$ cat src/rtl/fpu_err_pkg.sv
package fpu_err_pkg;
  typedef enum logic [1:0] {
    ST_IDLE = 2'd0,
    ST_PEND = 2'd1,
    ST_IGN  = 2'd2
  } fe_state_e;
endpackage

$ cat src/rtl/fe_sync.sv
module fe_sync #(
  parameter int unsigned STAGES = 2
) (
  input  logic clk_i,
  input  logic rst_ni,
  input  logic err_ni,
  output logic err_act_o
);
  logic [STAGES-1:0] sync_q;

  generate
    for (genvar g = 0; g < STAGES; g++) begin : g_stage
      if (g == 0) begin : g_first
        always_ff @(posedge clk_i or negedge rst_ni)
          if (!rst_ni) sync_q[0] <= 1'b1;
          else         sync_q[0] <= err_ni;
      end else begin : g_next
        always_ff @(posedge clk_i or negedge rst_ni)
          if (!rst_ni) sync_q[g] <= 1'b1;
          else         sync_q[g] <= sync_q[g-1];
      end
    end
  endgenerate

  assign err_act_o = ~sync_q[STAGES-1];
endmodule

$ cat src/rtl/fe_port_decode.sv
module fe_port_decode #(
  parameter int unsigned      ADDR_W   = 16,
  parameter logic [ADDR_W-1:0] CLR_PORT = 'h00F0
) (
  input  logic              io_wr_i,
  input  logic [ADDR_W-1:0] io_addr_i,
  output logic              clr_hit_o
);
  // full decode: aliases of the port must not clear the error
  assign clr_hit_o = io_wr_i && (io_addr_i == CLR_PORT);
endmodule

$ cat src/rtl/fe_fsm.sv
module fe_fsm
  import fpu_err_pkg::*;
(
  input  logic clk_i,
  input  logic rst_ni,
  input  logic enable_i,
  input  logic err_act_i,
  input  logic clr_hit_i,
  output logic irq13_o,
  output logic ignne_no
);
  fe_state_e state_q, state_d;

  always_comb begin
    state_d = state_q;
    if (!enable_i) begin
      state_d = ST_IDLE;
    end else begin
      unique case (state_q)
        ST_IDLE: if (err_act_i) state_d = ST_PEND;
        // release has priority over a clear write in the same cycle
        ST_PEND: if (!err_act_i)     state_d = ST_IDLE;
                 else if (clr_hit_i) state_d = ST_IGN;
        ST_IGN:  if (!err_act_i) state_d = ST_IDLE;
        default: state_d = ST_IDLE;
      endcase
    end
  end

  always_ff @(posedge clk_i or negedge rst_ni) begin
    if (!rst_ni) begin
      state_q  <= ST_IDLE;
      irq13_o  <= 1'b0;
      ignne_no <= 1'b1;
    end else begin
      state_q  <= state_d;
      irq13_o  <= (state_d == ST_PEND);
      ignne_no <= (state_d != ST_IGN);
    end
  end

  AST_IGN_NEEDS_ERR: assert property (@(posedge clk_i) disable iff (!rst_ni)
    !ignne_no |-> $past(err_act_i)) else $error("ignne without error");
  AST_OUT_EXCLUSIVE: assert property (@(posedge clk_i) disable iff (!rst_ni)
    !(irq13_o && !ignne_no)) else $error("irq and ignne together");
  AST_CLR_SWAPS: assert property (@(posedge clk_i) disable iff (!rst_ni)
    (irq13_o && clr_hit_i && err_act_i && enable_i) |=> (!irq13_o && !ignne_no))
    else $error("clear write did not swap");
  AST_IDLE_CLR_NOP: assert property (@(posedge clk_i) disable iff (!rst_ni)
    (!irq13_o && ignne_no && clr_hit_i) |=> ignne_no)
    else $error("clear write in idle acted");
  AST_RELEASE_IDLE: assert property (@(posedge clk_i) disable iff (!rst_ni)
    !err_act_i |=> (!irq13_o && ignne_no)) else $error("no release");
  AST_DISABLE_QUIET: assert property (@(posedge clk_i) disable iff (!rst_ni)
    !enable_i |=> (!irq13_o && ignne_no)) else $error("active while disabled");
endmodule

$ cat src/rtl/fpu_err_handler.sv
module fpu_err_handler #(
  parameter int unsigned      ADDR_W      = 16,
  parameter logic [ADDR_W-1:0] CLR_PORT    = 'h00F0,
  parameter int unsigned      SYNC_STAGES = 2
) (
  input  logic              clk_i,
  input  logic              rst_ni,
  input  logic              enable_i,
  input  logic              fpu_err_ni,
  input  logic              io_wr_i,
  input  logic [ADDR_W-1:0] io_addr_i,
  output logic              irq13_o,
  output logic              ignne_no
);
  logic err_act, clr_hit;

  fe_sync #(.STAGES(SYNC_STAGES)) i_sync (
    .clk_i(clk_i), .rst_ni(rst_ni), .err_ni(fpu_err_ni), .err_act_o(err_act)
  );

  fe_port_decode #(.ADDR_W(ADDR_W), .CLR_PORT(CLR_PORT)) i_dec (
    .io_wr_i(io_wr_i), .io_addr_i(io_addr_i), .clr_hit_o(clr_hit)
  );

  fe_fsm i_fsm (
    .clk_i(clk_i), .rst_ni(rst_ni), .enable_i(enable_i),
    .err_act_i(err_act), .clr_hit_i(clr_hit),
    .irq13_o(irq13_o), .ignne_no(ignne_no)
  );
endmodule

$ cat config.mk
export PLATFORM = sky130hd
export DESIGN_NAME = fpu_err_handler
export DESIGN_NICKNAME = d
export VERILOG_FILES = /design/src/rtl/fpu_err_pkg.sv /design/src/rtl/fe_sync.sv /design/src/rtl/fe_port_decode.sv /design/src/rtl/fe_fsm.sv /design/src/rtl/fpu_err_handler.sv
export SDC_FILE = /design/constraint.sdc
export NUM_CORES = 1
export LEC_CHECK = 0
export BUFFER_PORTS_ARGS = -buffer_cell sky130_fd_sc_hd__buf_2
export CAP_MARGIN = 10
export CORE_AREA = 8 8 45 47
export CTS_BUF_LIST = sky130_fd_sc_hd__clkbuf_8
export DETAILED_ROUTE_END_ITERATION = 10
export DIE_AREA = 0 0 53 55
export GPL_ROUTABILITY_DRIVEN = 0
export PLACE_DENSITY_LB_ADDON = 0.1
export SETUP_SLACK_MARGIN = 0.1
export SLEW_MARGIN = 20
export SYNTH_ARGS = -nofsm -noshare
export SYNTH_HDL_FRONTEND = slang
export SYNTH_SLANG_ARGS = --single-unit
$ cat constraint.sdc
create_clock -name clk_i -period 1.2 [get_ports clk_i]
set_input_delay 0.24 -clock clk_i [delete_from_list [all_inputs] [get_ports clk_i]]
set_output_delay 0.24 -clock clk_i [all_outputs]
set_load 0.01 [all_outputs]
### Yosys cells after proc, flatten, opt, wreduce, memory -nomap -nowiden

Cells that the tools add are included.

| word-level totals | value |
|---|---|
| memories kept | 0 |
| bits in latches | 0 |
| bits in writable memories | 0 |
| bits of input ports | 21 |
| logic and storage cells | 18 |
| memory bits (read-only) | 0 |
| register bits | 6 |

| operators by class | value |
|---|---|
| multiplexer cells | 6 |
| divide/modulo/power cells | 0 |
| $add $sub $neg | 0 |
| multiply operators | 0 |
| magnitude comparators | 0 |
| equal/unequal tests | 5 |
| shift-type cells | 0 |
| bitwise gates (word level) | 0 |
| reduce and logical (&&, ||, !) cells | 2 |

Operators with widths:

| operator | number |
|---|---|
| 16-bit by 8-bit == test with 1-bit output, second input constant | 1 |
| 2-bit two-way mux | 5 |
| 2-bit one-hot mux with 3 select lines | 1 |
| 2-bit by 1-bit == test with 1-bit output, second input constant | 2 |
| 2-bit == test, second input constant | 1 |
| 2-bit logical NOT | 1 |
| 2-bit != test, second input constant | 1 |
| 1-bit logical AND | 1 |

### Depth between registers and ports, before layout

| logic depth | value |
|---|---|
| word-level depth | 7 |
| depth in mapped cells | 3 |

### Modules after synthesis

A second synthesis with hierarchy kept.

| second synthesis, totals | value |
|---|---|
| cell total of the unflattened synthesis | 20 |
| area, all modules | 271.5 µm² |

By module, submodules not included:

| module | cells each | area an instance (µm²) | seq. area each (µm²) | times used |
|---|---|---|---|---|
| fe_fsm | 11 | 152.6 | 101.3 | 1 |
| fe_port_decode | 6 | 62.6 | 0.0 | 1 |
| fe_sync | 3 | 56.3 | 52.6 | 1 |

### Least setup slack after synthesis

No wires, ideal clock.

| timing | value |
|---|---|
| path type | register to register |
| start | register i_fsm.state_q[0] |
| end | register i_fsm.state_q[1] |
| stages on the path, launching flop included | 4 |
| required time | 1,080 ps |
| arrival | 863 ps |
| slack | 217 ps |
| setup time | 120 ps |
| cell sequence | dfrtp_1 > nor4bb_1 > and3_2 > a31o_1 |

| on the way | value |
|---|---|
| word-level cells in the longest chain between the ends | 3 |
| elaborated cells between the ends (all ways) | 5 |
| those cells by class | eq/ne: 2; mux: 2; reduce/logical: 1 |

RTL lines:

| item | line | source |
|---|---|---|
| start: declaration | fe_fsm.sv:12 | `fe_state_e state_q, state_d;` |
| start signal: assignment | fe_fsm.sv:36 | `state_q <= state_d;` |
| 2-bit == test (tied with other cells) | fe_fsm.sv:19 | `unique case (state_q)` |
| 2-bit one-hot mux with 3 select lines * | fe_fsm.sv:19 |  |
| 2-bit two-way mux * | fe_fsm.sv:16 | `if (!enable_i) begin` |
| net i_fsm.state_d[1] | fe_fsm.sv:12 |  |

The timed path passes the listed nets; every way through them passes the cells marked *.

### Final worst setup path

| timing | value |
|---|---|
| start | register i_fsm.ignne_no |
| end | output ignne_no |

RTL lines:

| item | line | source |
|---|---|---|
| start: declaration | fe_fsm.sv:10 | `output logic ignne_no` |
| start signal: assignment | fe_fsm.sv:38 | `ignne_no <= (state_d != ST_IGN);` |
| end: declaration | fpu_err_handler.sv:13 | `output logic ignne_no` |

No word-level cell between the ends.

==> out/metrics.cfg <==
[worst_setup_path]
crit_arrival_ns = 0.83
required_ns = 0.96
cp.buffers_inverters = 1
crit_fanout = 1
max_stage_delay_ns = 0.51
crit_path_end_kind = output port
worstPathCellList = buf_6
critPathTopFamily = flip-flops
path_class = flop to output port
cp-start-kind = flop
worst_path_max_delay_cell = dfstp_2

[routing]
drt_iter0_drc = 5
dr_total_vias = 274
wl_um = 793
first_pass_iters = 2
drc = 0
via_per_inst = 4.49
wl_per_cell_um = 13.0
antenna_left = 0

[layout]
synthToLayoutAreaGrowth_pct = 83.5
fin_nets = 67
fin_cells = 61
fin_area_um2 = 445
num_antenna_cells = 0
fin_util_pct = 32.2
drive_gt1_share_pct = 68.9

[clocking]
numCtsBuffers = 3
insertion_delay_ns = 0.23
clockBufferDepth = 2
cts_setup_buffers = 0
cts_tree = built
clk_pin_slew_ns = 0.03
cts-root-buf = clkbuf_8
htree_levels = 1
cts_sinks = 6

[yosys]
synthTopCellsByArea = dfstp_2 (32%), dfrtp_1 (31%), nor4bb_1 (8.2%)
syn-num-nets = 39
synth_edf_count = 0
async_flop_share_pct = 100
synth_top_area_share_pct = 32.5
synth.distinct_cells = 11
yosysSeqAreaShare_pct = 63.4
syn_area_per_cell_um2 = 13.5
synth_top_flop_cell = dfstp_2
syn-instance-count = 18
yosysWarnings = 0
synthTopCellsByCount = dfrtp_1 (3), dfstp_2 (3), a21boi_0 (2), nor4_1 (2), nor4bb_1 (2)
syn_area_um2 = 243
ys_ff_latch = 6
synth_largest_area_cell = dfstp_2

[sta]
fin_crit_sh_pct = 88.9
hold_violations = 0
min_period_ns = 1.07
fin_tns_setup_ns = 0
setup-violations-final = 0
slew_violations = 0
slew_headroom_pct = 72.3
timing.final.ws_setup_ns = 0.134
max_clock_freq_mhz = 938
rsz0062_at_grt = no
worst_pin_slew_ns = 0.412
fin_skew_ns = 0.00565

[floorplan]
die_w_um = 53
floorplan.core_area_um2 = 1380
initial_utilization_pct = 17.5
die_area_um2 = 2920
io_pins = 23
fp.dieH_um = 55
fp-row-count = 14

[global_routing]
gr-usage-met3_pct = 4.55
grt_max_degree = 7
met2_usage_pct = 9.57
grt_pass1_wl_um = 1270
grt_pass1_vias = 315
met1_usage_pct = 5.06
grt.busiest_layer = met2
grt_overflow = 0
antenna_found_initial = 0
grt_usage_pct = 6.25

[placed_design]
io_buffers = 22
hpwl_um = 704
place_ws_ns = 0.103
placed_cells = 56
dpl-instance-area_um2 = 373

[outcome]
status = finished, final reports clean

[run]
cap_violations = 0

[worst_hold_path]
hp-class = input port to flop

[power_and_ir_drop]
powerDensity_nw_per_um2 = 1300
ir_drop_uv = 554
leakage_uw = 0.000216

-- layout make-up --
class | count | area [µm²]
Multi-Input combinational cell | 12 | 100
Tap cell | 16 | 20.0
Clock buffer | 3 | 41.3
Sequential cell | 6 | 154
Fill cell | 151 | 938
Timing Repair Buffer | 23 | 126
Clock inverter | 1 | 3.75
-- flip-flops by register name, summed over array words and instances, names as in the netlist --
signal          count
i_fsm.state_q       2
i_fsm.irq13_o       1
i_sync.sync_q       2
i_fsm.ignne_no      1
-- repair_timing --
| item | 4_1_cts | 5_1_grt |
|---|---|---|
| gates resized for setup | 0 | 3 |
| setup endpoints to repair | 0 | 5 |
| endpoints found under the hold margin | 3 | 0 |
| hold buffers | 1 | 0 |
-- path summary, 6_finish.rpt --
path | to | start | cells past startpoint | slack, ns
worst max-delay path | ignne_no | i_fsm.ignne_no$_DFF_PN1_ | 1 | 0.13
worst min register to register | i_sync.sync_q[1]$_DFF_PN1_ | i_sync.sync_q[0]$_DFF_PN1_ | 0 | 0.35
worst min-delay path | i_sync.sync_q[0]$_DFF_PN1_ | fpu_err_ni | 1 | 0.12
min in group asynchronous | i_fsm.state_q[1]$_DFF_PN0_ | rst_ni | 2 | 0.37
max in group asynchronous | i_sync.sync_q[0]$_DFF_PN1_ | rst_ni | 2 | 0.60
worst max register to register | i_fsm.state_q[1]$_DFF_PN0_ | i_fsm.state_q[0]$_DFF_PN0_ | 3 | 0.16
-- metrics by stage --
stage	total power [µW]	hold slack [ns]
detailed placement	266	0.0678
finish	580	0.119
global route	611	0.116
CTS	587	0.115
global placement	263	0.0692
floorplan	226	-0.0556
-- power breakdown --
group          total (µW)  internal (µW)  switching, µW
Combinational        51.4           32.8           18.6
Sequential            216            213           2.73
Clock                 313            220           92.8
-- cells in the final DEF (no fill, tap or decap), drive strengths merged --
cell type / instances
nor4bb: 2
nor3: 1
dlygate4sd3: 1
clkbuf: 3
a31o: 1
a31oi: 1
nand4: 1
nor3b: 1
dfstp: 3
nor4: 2
buf: 22
a21boi: 2
and3: 1
dfrtp: 3
inv: 1
-- kinds of logic after synthesis --
family | synth area share (%)
flops | 63.4
simple gates | 24.2
compound gates | 12.4
-- layer usage --
metal / share of wire (%) / routed length [µm]
met5: 0 / 0
met2: 44 / 350
met4: 5.3 / 42
met3: 15 / 122
met1: 35 / 277
Power figures use the tool's default switching activity.
